==> config.mk <==
export PLATFORM = sky130hd
export DESIGN_NAME = svc_wdog
export DESIGN_NICKNAME = d
export VERILOG_FILES = /design/src/rtl/svc_wdog_pkg.sv /design/src/rtl/wdog_countdown.sv /design/src/rtl/wdog_keyseq.sv /design/src/rtl/wdog_regbank.sv /design/src/rtl/svc_wdog.sv
export SDC_FILE = /design/constraint.sdc
export NUM_CORES = 1
export LEC_CHECK = 0
export BUFFER_PORTS_ARGS = -buffer_cell sky130_fd_sc_hd__buf_2
export CORE_MARGIN = 2
export CORE_UTILIZATION = 50
export DETAILED_ROUTE_END_ITERATION = 12
export PLACE_DENSITY = 0.76
export REMOVE_ABC_BUFFERS = 1
export SLEW_MARGIN = 20
export SYNTH_ARGS = -nofsm -noshare
export SYNTH_HDL_FRONTEND = slang
export SYNTH_SLANG_ARGS = --single-unit
==> constraint.sdc <==
create_clock -name clk -period 2.51 [get_ports clk]
set_input_delay 0.251 -clock clk [delete_from_list [all_inputs] [get_ports clk]]
set_output_delay 0.251 -clock clk [all_outputs]
set_load 0.01 [all_outputs]
==> src/rtl/svc_wdog_pkg.sv <==
package svc_wdog_pkg;
  parameter int REG_W   = 16;
  parameter int ADDR_W  = 4;
  parameter int TCODE_W = 8;
  parameter int CNT_W   = TCODE_W + 1;
  parameter int PD_TICKS = 32;

  localparam logic [ADDR_W-1:0] A_CTRL = 4'h0;
  localparam logic [ADDR_W-1:0] A_SVC  = 4'h2;
  localparam logic [ADDR_W-1:0] A_STAT = 4'h4;
  localparam logic [ADDR_W-1:0] A_IRQC = 4'h6;
  localparam logic [ADDR_W-1:0] A_MISC = 4'h8;

  localparam logic [REG_W-1:0] KEY_ARM  = 16'h5555;
  localparam logic [REG_W-1:0] KEY_FIRE = 16'hAAAA;

  localparam int BIT_RUN = 2;
  localparam int BIT_EXT = 5;

  // Timeout code T covers T+1 half-second ticks.
  function automatic logic [CNT_W-1:0] code_to_ticks(input logic [TCODE_W-1:0] code);
    return {1'b0, code} + {{(CNT_W-1){1'b0}}, 1'b1};
  endfunction
endpackage

==> src/rtl/wdog_countdown.sv <==
module wdog_countdown #(
  parameter int W = 9,
  parameter int RST_CNT = 0
) (
  input  logic         clk,
  input  logic         rst_n,
  input  logic         load,
  input  logic [W-1:0] load_val,
  input  logic         dec,
  output logic [W-1:0] cnt,
  output logic         expired
);
  localparam logic [W-1:0] ONE = {{(W-1){1'b0}}, 1'b1};

  always_ff @(posedge clk or negedge rst_n) begin
    if (!rst_n) begin
      cnt     <= W'(RST_CNT);
      expired <= 1'b0;
    end else if (!expired) begin
      if (load) begin
        cnt <= load_val;
      end else if (dec && cnt != '0) begin
        cnt <= cnt - ONE;
        if (cnt == ONE) expired <= 1'b1;
      end
    end
  end

  p_sticky_r9: assert property (@(posedge clk) disable iff (!rst_n) expired |=> expired);
  p_no_climb_r2: assert property (@(posedge clk) disable iff (!rst_n) !load |=> cnt <= $past(cnt));
endmodule

==> src/rtl/wdog_keyseq.sv <==
module wdog_keyseq
  import svc_wdog_pkg::*;
(
  input  logic             clk,
  input  logic             rst_n,
  input  logic             svc_wr,
  input  logic [REG_W-1:0] wdata,
  output logic             refresh
);
  logic armed;

  assign refresh = svc_wr && (wdata == KEY_FIRE) && armed;

  always_ff @(posedge clk or negedge rst_n) begin
    if (!rst_n)      armed <= 1'b0;
    else if (svc_wr) armed <= (wdata == KEY_ARM);
  end

  p_cancel_r5: assert property (@(posedge clk) disable iff (!rst_n)
    (svc_wr && wdata != KEY_ARM) |=> !armed);
endmodule

==> src/rtl/wdog_regbank.sv <==
module wdog_regbank
  import svc_wdog_pkg::*;
(
  input  logic               clk,
  input  logic               rst_n,
  input  logic               bus_sel,
  input  logic               bus_wr,
  input  logic [ADDR_W-1:0]  bus_addr,
  input  logic [REG_W-1:0]   bus_wdata,
  input  logic               main_exp,
  input  logic               pd_exp,
  output logic [REG_W-1:0]   bus_rdata,
  output logic [TCODE_W-1:0] tcode,
  output logic               run,
  output logic               ext_sel,
  output logic               ien,
  output logic               pd_en,
  output logic               run_set,
  output logic               svc_wr
);
  logic wr_ctrl, wr_irqc, wr_misc;

  assign wr_ctrl = bus_sel && bus_wr && bus_addr == A_CTRL;
  assign wr_irqc = bus_sel && bus_wr && bus_addr == A_IRQC;
  assign wr_misc = bus_sel && bus_wr && bus_addr == A_MISC;
  assign svc_wr  = bus_sel && bus_wr && bus_addr == A_SVC;
  assign run_set = wr_ctrl && bus_wdata[BIT_RUN] && !run;

  always_ff @(posedge clk or negedge rst_n) begin
    if (!rst_n) begin
      tcode   <= '0;
      run     <= 1'b0;
      ext_sel <= 1'b0;
      ien     <= 1'b0;
      pd_en   <= 1'b1;
    end else begin
      if (wr_ctrl) begin
        tcode <= bus_wdata[REG_W-1 -: TCODE_W];
        if (bus_wdata[BIT_RUN]) run     <= 1'b1;
        if (bus_wdata[BIT_EXT]) ext_sel <= 1'b1;
      end
      if (wr_irqc) ien <= bus_wdata[REG_W-1];
      if (wr_misc && !bus_wdata[0]) pd_en <= 1'b0;
    end
  end

  always_comb begin
    bus_rdata = '0;
    case (bus_addr)
      A_CTRL: begin
        bus_rdata[REG_W-1 -: TCODE_W] = tcode;
        bus_rdata[BIT_RUN] = run;
        bus_rdata[BIT_EXT] = ext_sel;
      end
      A_STAT: bus_rdata[1:0] = {pd_exp, main_exp};
      A_IRQC: bus_rdata[REG_W-1] = ien;
      A_MISC: bus_rdata[0] = pd_en;
      default: bus_rdata = '0;
    endcase
  end

  p_run_keep_r3: assert property (@(posedge clk) disable iff (!rst_n) run |=> run);
  p_ext_keep_r3: assert property (@(posedge clk) disable iff (!rst_n) ext_sel |=> ext_sel);
  p_pd_once_r8:  assert property (@(posedge clk) disable iff (!rst_n) !pd_en |=> !pd_en);
endmodule

==> src/rtl/svc_wdog.sv <==
module svc_wdog
  import svc_wdog_pkg::*;
(
  input  logic              clk,
  input  logic              rst_n,
  input  logic              tick_en,
  input  logic              bus_sel,
  input  logic              bus_wr,
  input  logic [ADDR_W-1:0] bus_addr,
  input  logic [REG_W-1:0]  bus_wdata,
  output logic [REG_W-1:0]  bus_rdata,
  output logic              int_reset_req,
  output logic              ext_reset_n,
  output logic              wdog_irq
);
  logic [TCODE_W-1:0] tcode;
  logic run, ext_sel, ien, pd_en, run_set, svc_wr, refresh;
  logic main_exp, pd_exp, main_load;
  logic [CNT_W-1:0] main_val, main_cnt;
  logic [CNT_W-1:0] pd_cnt;

  wdog_regbank u_regs (
    .clk, .rst_n, .bus_sel, .bus_wr, .bus_addr, .bus_wdata,
    .main_exp, .pd_exp, .bus_rdata, .tcode, .run, .ext_sel, .ien,
    .pd_en, .run_set, .svc_wr
  );

  wdog_keyseq u_keys (
    .clk, .rst_n, .svc_wr, .wdata(bus_wdata), .refresh
  );

  assign main_load = run_set || (refresh && run);
  assign main_val  = code_to_ticks(run_set ? bus_wdata[REG_W-1 -: TCODE_W] : tcode);

  wdog_countdown #(.W(CNT_W), .RST_CNT(0)) u_main (
    .clk, .rst_n, .load(main_load), .load_val(main_val),
    .dec(tick_en && run), .cnt(main_cnt), .expired(main_exp)
  );

  wdog_countdown #(.W(CNT_W), .RST_CNT(PD_TICKS)) u_guard (
    .clk, .rst_n, .load(1'b0), .load_val('0),
    .dec(tick_en && pd_en), .cnt(pd_cnt), .expired(pd_exp)
  );

  assign int_reset_req = (main_exp && !ext_sel) || pd_exp;
  assign ext_reset_n   = !(main_exp && ext_sel);
  assign wdog_irq      = main_exp && ien;

  p_irq_with_pin_r7: assert property (@(posedge clk) disable iff (!rst_n)
    (ien && ext_sel) |-> (wdog_irq == !ext_reset_n));
  p_needs_run_r2: assert property (@(posedge clk) disable iff (!rst_n)
    $rose(main_exp) |-> run);
  p_ext_route_r6: assert property (@(posedge clk) disable iff (!rst_n)
    !ext_reset_n |-> ext_sel);
endmodule

# Yosys cells after proc, flatten, opt, wreduce, memory -nomap -nowiden
# Cells that the tools add are included.
word_totals:
  regBits: 33
  in_bits: 25
op_classes:
  addsub: 3
  eq_ne: 8
  n_mux: 16
  bitwise: 2
  reduce_logical: 32
ops:
  columns: ["cell", "n"]
  rows:
  - ["9-bit by 1-bit equality test with 1-bit output, second input constant", 2]
  - ["1-bit logical AND", 18]
  - ["9-bit 2-to-1 mux", 2]
  - ["9-bit nonzero test", 2]
  - ["9-bit by 1-bit subtractor with 9-bit output, second input constant", 2]
  - ["16-bit by 15-bit equality test with 1-bit output, second input constant", 1]
  - ["16-bit equality test, second input constant", 1]
  - ["1-bit 2-to-1 mux", 10]
  - ["8-bit by 1-bit adder with 9-bit output, second input constant", 1]
  - ["4-bit by 3-bit equality test with 1-bit output, second input constant", 2]
  - ["8-bit 2-to-1 mux", 1]
  - ["2-bit AND reduction", 4]
  - ["7-bit 2-to-1 mux", 1]
  - ["4-bit by 2-bit equality test with 1-bit output, second input constant", 1]
  - ["4-bit equality test, second input constant", 1]
  - ["1-bit logical NOT", 4]
  - ["4-bit logical NOT", 1]
  - ["1-bit case mux with 2 select lines", 2]
  - ["1-bit logical OR", 2]
  - ["1-bit inverter", 2]
  - ["2-bit nonzero test", 1]

# Depth between registers and ports, before layout
# Gate-level depths: netlist of run 1.
depth:
  depth_word: 8
  depth_mapped: 13

# Hierarchy
# From an unflattened synthesis of run 1, not the netlist that was laid out.
hier_totals:
  hier_cells: 271
  area_unflattened_um2: 2590.0
by_module_without_submodules:
  columns: ["module", "instances", "cells_each", "area_each_um2"]
  rows:
  - ["wdog_countdown (u_guard)", 1, 76, 696.9]
  - ["wdog_countdown (u_main)", 1, 76, 695.7]
  - ["wdog_regbank", 1, 59, 675.6]
  - ["svc_wdog", 1, 44, 367.9]
  - ["wdog_keyseq", 1, 16, 153.9]

# Worst setup path after synthesis of run 1
# No wires, ideal clock.
synth_timing:
  kind: "input to register"
  from: "in bus_addr[1]"
  to: "reg u_main.cnt[6]"
  setup_time_ns: 0.126
  t_arrival_ns: 2.526
  t_required_ns: 2.384
  path_slack_ns: -0.142
  path_stages: 11
  n_path_buf: 3
  cell_sequence: "or4_1 -> buf_2 -> or2_1 -> buf_6 -> mux2_4 -> ha_1 -> clkbuf_1 -> nand3_1 -> xor2_1 -> mux2i_1 -> a221o_1"
synth_between:
  elab_chain_len: 8
synth_lines:
  columns: ["item", "line_no", "text"]
  rows:
  - ["start: declaration", "svc_wdog.sv:9", "input logic [ADDR_W-1:0] bus_addr,"]
  - ["parallel branches: the longest is 8 deep, another holds 8-bit by 1-bit adder with 9-bit output", null, null]
  - ["end signal: assignment", "wdog_countdown.sv:17", "cnt <= W'(RST_CNT);"]
  - ["end signal: assignment", "wdog_countdown.sv:21", "cnt <= load_val;"]
  - ["end signal: assignment", "wdog_countdown.sv:23", "cnt <= cnt - ONE;"]
  - ["end: declaration", "wdog_countdown.sv:10", "output logic [W-1:0] cnt,"]
# Several ways; the timed one is not identified.
# A chain may end at the register's enable or synchronous reset.

# Final worst setup path of run 1
layout_timing:
  from: "in bus_addr[1]"
  to: "reg u_main.cnt[8]"
# The elaborated chain is that of the path after synthesis.

==> metrics.yaml, run 1 <==
sta:
  hold_ws_ps: 23.7
  hold_violations: 0
  max_slew_margin: 0.492
  setup_viol: 0
  period_minus_slack_ps: 2340
  setup_tns_ps: 0
  tightest_slew_ps: 762
  finalClockSkew_ps: 3.32
  period_share: 0.931
  timing.fmax_mhz: 428
  slew_violations: 0
  rsz0062_at_grt: "no"
clocking:
  cts_inserted_buffers: 5
  cts.path.max_buffers: 2
  cts_sinks: 33
  htree_num_levels: 2
  clkLatencyLatePin_ps: 290
  root_buffer: "clkbuf_8"
  path_clk_slew_ps: 80
  tritoncts: "built"
floorplanning:
  die_h_um: 73.0
  rows: 25
  pin_count: 44
  initial_utilization: 0.511
  core-area_um2: 4660
  die_width_um: 73.0
  die-area_um2: 5330
route:
  drt_pass1_iterations: 7
  avgRoutedWirePerCell_um: 16.5
  vias: 2363
  ant_nets: 0
  drtIter0Drc: 229
  drc: 0
  wl_mm: 6.22
  avgViaCountPerCell: 6.25
power_and_ir_drop:
  ir_drop_mv: 0.278
  power_frac_clock: 0.381
  p_leak_uw: 0.00130
  swShare: 0.280
  intPower_uw: 972
  pwr-share-seq: 0.449
  pwr-share-comb: 0.170
  p_sw_uw: 377
  power_density_nw_per_um2: 474
place:
  port-buffer-count: 39
  place.detailed.hpwl_mm: 4.68
  place.gp.congestion: 0.914
synth:
  synth_edf_count: 0
  ys.flop_type: "dfrtp_1"
  yosys_warnings: 0
  ys_types: 58
  seq_area_frac_synth: 0.348
  syn-instance-count: 267
  avgSynthCellArea_um2: 8.91
  syn_area_um2: 2380
  ys_ff_latch: 33
  async_flop_share: 1.00
worst_setup_path:
  rr_endpoint: "u_main.cnt[8]"
  reg2reg_from: "u_regs.run"
  cp_max_fo: 9
  r2r_setup_slack_ps: 230
  arrival_ps: 2500
  worstSetupPathType: "input port to register"
  r2r_cells: 9
  worstPathRequired_ps: 2670
  start_kind: "input port"
  crit_path_end_kind: "register"
final_layout:
  nets: 354
  final_cell_mix: "39 x buf_2, 31 x dfrtp_1, 21 x nand2_1"
  area_delta_synth_final_pct: 19.7
  nFillCells: 417
  layout_commonest_cell: "buf_2"
  num_antenna_cells: 0
  drive_above_1_share: 0.269
grt:
  grt_use_total: 0.256
  grt_max_degree: 34
  antenna_found_initial: 0
  grt_pass1_wl_mm: 10.7
  globalRouteOverflowTotal: 0
  grt_pass1_vias: 2205
run:
  maxCapViolCount: 0
worst_hold_path:
  hold_class: "input port to asynchronous set/reset pin"
run_status:
  status: "finished clean"
==> registers in the layout, indices dropped and copies added, names as in the netlist <==
name             flops
u_guard.cnt          9
u_guard.expired      1
u_keys.armed         1
u_main.cnt           9
u_main.expired       1
u_regs.ext_sel       1
u_regs.ien           1
u_regs.pd_en         1
u_regs.run           1
u_regs.tcode         8
==> worst max-delay path, cell delays in order <==
cell and delay (ps):
buf_2 100, or4_1 540, or2_1 310, mux2_4 330, ha_2 230, buf_4 150
nand4_1 80, nor3_1 50, a211oi_1 310, o32ai_1 140
==> metal layers <==
| layer | wire length, um | up-vias | track usage |
|---|---|---|---|
| met5 | 0 | - | 0 |
| li1 | - | 1098 | - |
| met2 | 3060 | 102 | 0.416 |
| met3 | 328 | 12 | 0.0442 |
| met4 | 93 | 0 | 0.0823 |
| met1 | 2730 | 1151 | 0.346 |
==> final cells by class <==
class | instances | area, um^2 | area share
Sequential cell | 33 | 828 | 0.291
Clock inverter | 3 | 46.3 | 0.0163
Clock buffer | 5 | 68.8 | 0.0242
Tap cell | 54 | 67.6 | 0.0237
Multi-Input combinational cell | 213 | 1450 | 0.509
Inverter | 11 | 41.3 | 0.0145
Timing Repair Buffer | 59 | 345 | 0.121
==> per-stage QoR <==
step	instances	cell area [um^2]	setup slack [ps]	util	power, uW
2_1_floorplan	257	2320	-104	-	722
3_3_place_gp	370	2730	-43.9	0.586	835
3_5_place_dp	370	2730	-94.5	0.586	839
4_1_cts	378	2850	139	0.610	1350
5_1_grt	378	2850	96.2	0.611	1410
6_report	378	2850	174	0.611	1350
==> worst max path at each step <==
| stage | cells after the start | slack, ps | start | to |
|---|---|---|---|---|
| floorplan | 8 | -100 | bus_addr[1] | u_main.cnt[6] |
| global placement | 9 | -40 | bus_addr[1] | u_main.cnt[6] |
| detailed placement | 10 | -90 | bus_addr[1] | u_main.cnt[2] |
| CTS | 10 | 140 | bus_addr[1] | u_main.cnt[8] |
| global route | 10 | 100 | bus_addr[1] | u_main.cnt[8] |
| finish | 10 | 170 | bus_addr[1] | u_main.cnt[8] |
==> power groups by stage <==
| stage | clock (uW) | combinational [uW] | sequential (uW) |
|---|---|---|---|
| floorplan | 0 | 120 | 602 |
| global placement | 0 | 221 | 614 |
| detailed placement | 0 | 224 | 615 |
| CTS | 523 | 226 | 605 |
| global route | 544 | 254 | 611 |
| finish | 514 | 229 | 606 |
==> synth_stat cells, types with 3 or more instances <==
| library cell | number | area [um^2] |
|---|---|---|
| dfrtp_1 | 31 | 776 |
| nor4bb_1 | 5 | 50.1 |
| o21ai_0 | 8 | 40.0 |
| a211oi_1 | 5 | 37.5 |
| nand4_1 | 6 | 37.5 |
| or3_1 | 5 | 31.3 |
| nor3_1 | 11 | 55.1 |
| or4_1 | 3 | 22.5 |
| nand2_1 | 21 | 78.8 |
| mux2i_1 | 5 | 50.1 |
| and4_1 | 3 | 26.3 |
| buf_4 | 4 | 30.0 |
| nor2_1 | 13 | 48.8 |
| o211ai_1 | 4 | 30.0 |
| nand3_1 | 20 | 100 |
| a21oi_1 | 7 | 35.0 |
| clkbuf_1 | 6 | 22.5 |
| and3_1 | 5 | 31.3 |
| and2_1 | 11 | 68.8 |
| nor4_1 | 5 | 31.3 |
| xnor2_1 | 7 | 61.3 |
| mux2_2 | 8 | 90.1 |
| and4b_1 | 3 | 30.0 |
| a221oi_1 | 3 | 26.3 |
| ha_1 | 6 | 75.1 |
| inv_1 | 11 | 41.3 |
| nor2b_1 | 4 | 25.0 |
| xor2_1 | 8 | 70.1 |
==> what timing repair did <==
| action | in CTS | in global routing |
|---|---|---|
| hold buffers | 0 | 0 |
| gates resized for setup | 0 | 1 |
| buffers inserted | 0 | 0 |
| setup endpoints to repair | 0 | 1 |
==> logic make-up after synthesis <==
family,share of synthesized area
buffers and inverters,0.0484
other,0.00158
AOI/OAI and AO/OA,0.150
muxes,0.0652
DFF,0.348
xor gates and xnor gates,0.0552
and+or+nand+nor,0.300
adders and majority gates,0.0315
Note: power is estimated with default switching activity, not from simulation.
==> run 2, diff against run 1 <==
--- a/config.mk
+++ b/config.mk
@@ -9,9 +9,11 @@
 export CORE_MARGIN = 2
 export CORE_UTILIZATION = 50
 export DETAILED_ROUTE_END_ITERATION = 12
-export PLACE_DENSITY = 0.76
+export PLACE_DENSITY = 0.75
 export REMOVE_ABC_BUFFERS = 1
+export SETUP_SLACK_MARGIN = 0.05
 export SLEW_MARGIN = 20
 export SYNTH_ARGS = -nofsm -noshare
 export SYNTH_HDL_FRONTEND = slang
+export SYNTH_HIERARCHICAL = 1
 export SYNTH_SLANG_ARGS = --single-unit
==> run 2 against run 1 <==
  * Register-to-register slack better by 140 ps
  * Clock-buffer cell count is 3 higher
  * Via count is 1.8% lower
  * Sequential share of layout area is 1.5 points lower
  * Non-clock buffer count is 11 lower
  * Die area is 8.3% higher
  * Largest power group unchanged
  * Power is 47% higher
  * Synthesized area is 8.8% higher
  * Utilization is 1.5 points lower
  * Combinational power grew to 3.0 times the previous value
  * Final area is 5.4% higher
==> metrics.yaml, run 2 <==
final_layout:
  top_regs: "u_guard/cnt x9, u_main/cnt x9, u_regs/tcode x8"  # was u_guard.cnt x9, u_main.cnt x9, u_regs.tcode x8
  multi_input_area_um2: 1660  # was 1450 um^2
  area.sequential_um2: 828  # unchanged
  area_delta_synth_final_pct: 15.9  # was 19.7%
  fin_cells: 394  # was 378
  layout_commonest_cell: "buf_2"  # unchanged
  final_cell_mix: "39 x buf_2, 31 x dfrtp_1, 22 x nand3_1"  # was 39 x buf_2, 31 x dfrtp_1, 21 x nand2_1
  drive_above_1_share: 0.262  # was 0.269
  num_antenna_cells: 0  # unchanged
  fin_util: 0.596  # was 0.611
  nets: 355  # was 354
  nFillCells: 445  # was 417
clocking:
  cts.repair.resized: 0  # unchanged
  postCtsSetupRepairBufs: 0  # unchanged
  cts_inserted_buffers: 5  # unchanged
  htree_num_levels: 2  # unchanged
  tritoncts: "built"  # unchanged
  cts.path.max_buffers: 2  # unchanged
  root_buffer: "clkbuf_8"  # unchanged
  cts_sinks: 33  # unchanged
  path_clk_slew_ps: 70  # was 80 ps
  clkLatencyLatePin_ps: 290  # about the same
  ctsHoldBuffers: 0  # unchanged
sta:
  setup_tns_ps: 0  # unchanged
  period_minus_slack_ps: 2140  # was 2340 ps
  rsz0062_at_grt: "no"  # unchanged
  slew_violations: 0  # unchanged
  setup_viol: 0  # unchanged
  max_slew_margin: 0.498  # was 0.492
  period_share: 0.852  # was 0.931
  hold_ws_ps: 22.2  # was 23.7 ps
  finalClockSkew_ps: 5.80  # was 3.32 ps
  timing.fmax_mhz: 467  # was 428 MHz
  tightest_slew_ps: 752  # was 762 ps
  hold_violations: 0  # unchanged
run_status:
  status: "finished clean"  # unchanged
power_and_ir_drop:
  p_leak_uw: 0.00138  # was 0.00130 uW
  pwr-share-seq: 0.446  # was 0.449
  power_frac_clock: 0.214  # was 0.381
  pwr-share-comb: 0.341  # was 0.170
  power_density_nw_per_um2: 661  # was 474 nW/um^2
  p_sw_uw: 750  # was 377 uW
  swShare: 0.378  # was 0.280
  ir_drop_mv: 0.308  # was 0.278 mV
  intPower_uw: 1240  # was 972 uW
synth:
  yosys.area.top_type_share: 0.300  # was 0.326
  synth_top_cell_by_area: "dfrtp_1"  # unchanged
  async_flop_share: 1.00  # unchanged
  seq_area_frac_synth: 0.320  # was 0.348
  syn-instance-count: 271  # was 267
  yosys-top-cells-area: "dfrtp_1 30%, nand3_1 4.3%, a22oi_1 4.1%"  # was dfrtp_1 33%, nand3_1 4.2%, mux2_2 3.8%
  synthTopCellsByCount: "31 x dfrtp_1, 22 x nand3_1, 17 x inv_1"  # was 31 x dfrtp_1, 21 x nand2_1, 20 x nand3_1
  synth_edf_count: 0  # unchanged
  syn_area_um2: 2590  # was 2380 um^2
  yosys_warnings: 6  # was 0
  ys.flop_type: "dfrtp_1"  # unchanged
  avgSynthCellArea_um2: 9.56  # was 8.91 um^2
  ys_ff_latch: 33  # unchanged
  ys_types: 55  # was 58
  yosysMostFrequentCell: "dfrtp_1"  # unchanged
worst_setup_path:
  crit_path_end_kind: "register"  # unchanged
  cp_slowest_cell: "dfrtp_1"  # was or4_1
  worstSetupPathType: "register to register"  # was input port to register
  worstPathRequired_ps: 2670  # about the same
  arrival_ps: 2300  # was 2500 ps
  cpMostUsedCell: "nand3_1"
  start_kind: "register"  # was input port
  cp_max_fo: 17  # was 9
  critical_path.top_delay_family: "simple AND/OR/NAND/NOR gates"  # unchanged
  path_buf_inv: 1  # was 2
  cp_cell_sequence: "nor3_2 > buf_12 > mux2_2 > ha_1 > nand3_1 > xor2_1 > mux2i_1 > a22oi_1 > nand3_1"  # was buf_2 > or4_1 > or2_1 > mux2_4 > ha_2 > buf_4 > nand4_1 > nor3_1 > a211oi_1 > o32ai_1
  max_stage_delay_ps: 420  # was 540 ps
floorplanning:
  pin_count: 44  # unchanged
  core-area_um2: 5040  # was 4660 um^2
  die_h_um: 76.0  # was 73.0 um
  rows: 26  # was 25
  die_width_um: 76.0  # was 73.0 um
  die-area_um2: 5770  # was 5330 um^2
  initial_utilization: 0.514  # was 0.511
route:
  drt_pass1_iterations: 4  # was 7
  avgViaCountPerCell: 5.89  # was 6.25
  avgRoutedWirePerCell_um: 15.7  # was 16.5 um
  ant_nets: 0  # unchanged
  drtIter0Drc: 151  # was 229
  vias: 2320  # was 2363
  wl_mm: 6.20  # was 6.22 mm
  drc: 0  # unchanged
place:
  port-buffer-count: 39  # unchanged
  place.gp.congestion: 0.959  # was 0.914
  place.detailed.hpwl_mm: 4.44  # was 4.68 mm
  dp.cells: 386  # was 370
grt:
  grt_pass1_vias: 2264  # was 2205
  grt_max_degree: 34  # unchanged
  globalRouteOverflowTotal: 0  # unchanged
  grt_pass1_wl_mm: 10.7  # about the same
  grt_use_total: 0.230  # was 0.256
  antenna_found_initial: 0  # unchanged
worst_hold_path:
  hold_class: "input port to asynchronous set/reset pin"  # unchanged
run:
  maxCapViolCount: 0  # unchanged
[run 2: cell types whose count changed after synthesis, moves of 5 or more]
cell / change
nand2_1: -17
a22oi_1: +13
inv_1: +6
mux2_4: +6
nor2_1: -6
xor2_1: -6
a211oi_1: -5
a21oi_1: -5
and4bb_1: +5
mux2_2: -5
nor4bb_1: -5
or3_1: -5
[run 2: layer usage]
layer / routed length [um] / global-route usage / up-vias / part of all wire
met4: 106 / 0.105 / 0 / 0.017
met2: 3010 / 0.372 / 72 / 0.49
met1: 2780 / 0.297 / 1106 / 0.45
met5: 0 / 0 / - / 0
met3: 305 / 0.0474 / 9 / 0.049
li1: - / - / 1133 / -
[run 2: power by group through the flow]
stage / registers, uW / clock network (uW) / logic (uW)
floorplan: 842 / 0 / 476
global placement: 884 / 0 / 650
detailed placement: 889 / 0 / 665
CTS: 882 / 434 / 669
global route: 913 / 462 / 764
finish: 885 / 424 / 676
[run 2: final cells by class]
type	instances	share of cell area
Timing Repair Buffer	48	0.0917
Multi-Input combinational cell	218	0.552
Sequential cell	33	0.276
Inverter	17	0.0212
Tap cell	70	0.0292
Clock buffer	8	0.0300
[run 2: through the flow]
stage	power, uW	worst slack (ps)	instance area (um^2)
after floorplan	1320	-1060	2540
after global placement	1530	193	2910
after detailed placement	1550	141	2910
after CTS	1990	368	3000
after global routing	2140	199	3000
final	1990	371	3000
[run 2: cell families (layout without fill, tap and decap cells)]
logic type | Yosys count | count (layout) | share of synthesized area
and+or+nand+nor | 119 | 119 | 0.312
DFF | 33 | 33 | 0.320
muxes | 19 | 19 | 0.0884
xor gates and xnor gates | 7 | 7 | 0.0237
AOI/OAI and AO/OA | 52 | 52 | 0.160
buffers and inverters | 32 | 73 | 0.0594
adders and majority gates | 7 | 7 | 0.0338
other | 2 | 14 | 0.00290
[run 2: final timing paths]
path / from / slack (ps) / to / cells past startpoint
setup reg to reg: u_regs/run / 370 / u_main/cnt[4] / 9
max in group asynchronous: rst_n / 2010 / u_main/cnt[2] / 1
hold / removal: rst_n / 20 / u_guard/cnt[4] / 1
setup / recovery: u_regs/run / 370 / u_main/cnt[4] / 9
hold reg to reg: u_regs/pd_en / 470 / u_regs/pd_en / 2
min in group clk: bus_wr / 180 / u_regs/pd_en / 2
[run 2: worst register-to-register path, delay by kind of cell, from the launching register on]
kind / cells / cell delay (ps)
buffers and inverters: 1 / 190
DFF: 1 / 420
xor gates and xnor gates: 1 / 150
and+or+nand+nor: 3 / 440
adders and majority gates: 1 / 230
AOI/OAI and AO/OA: 1 / 160
muxes: 2 / 440
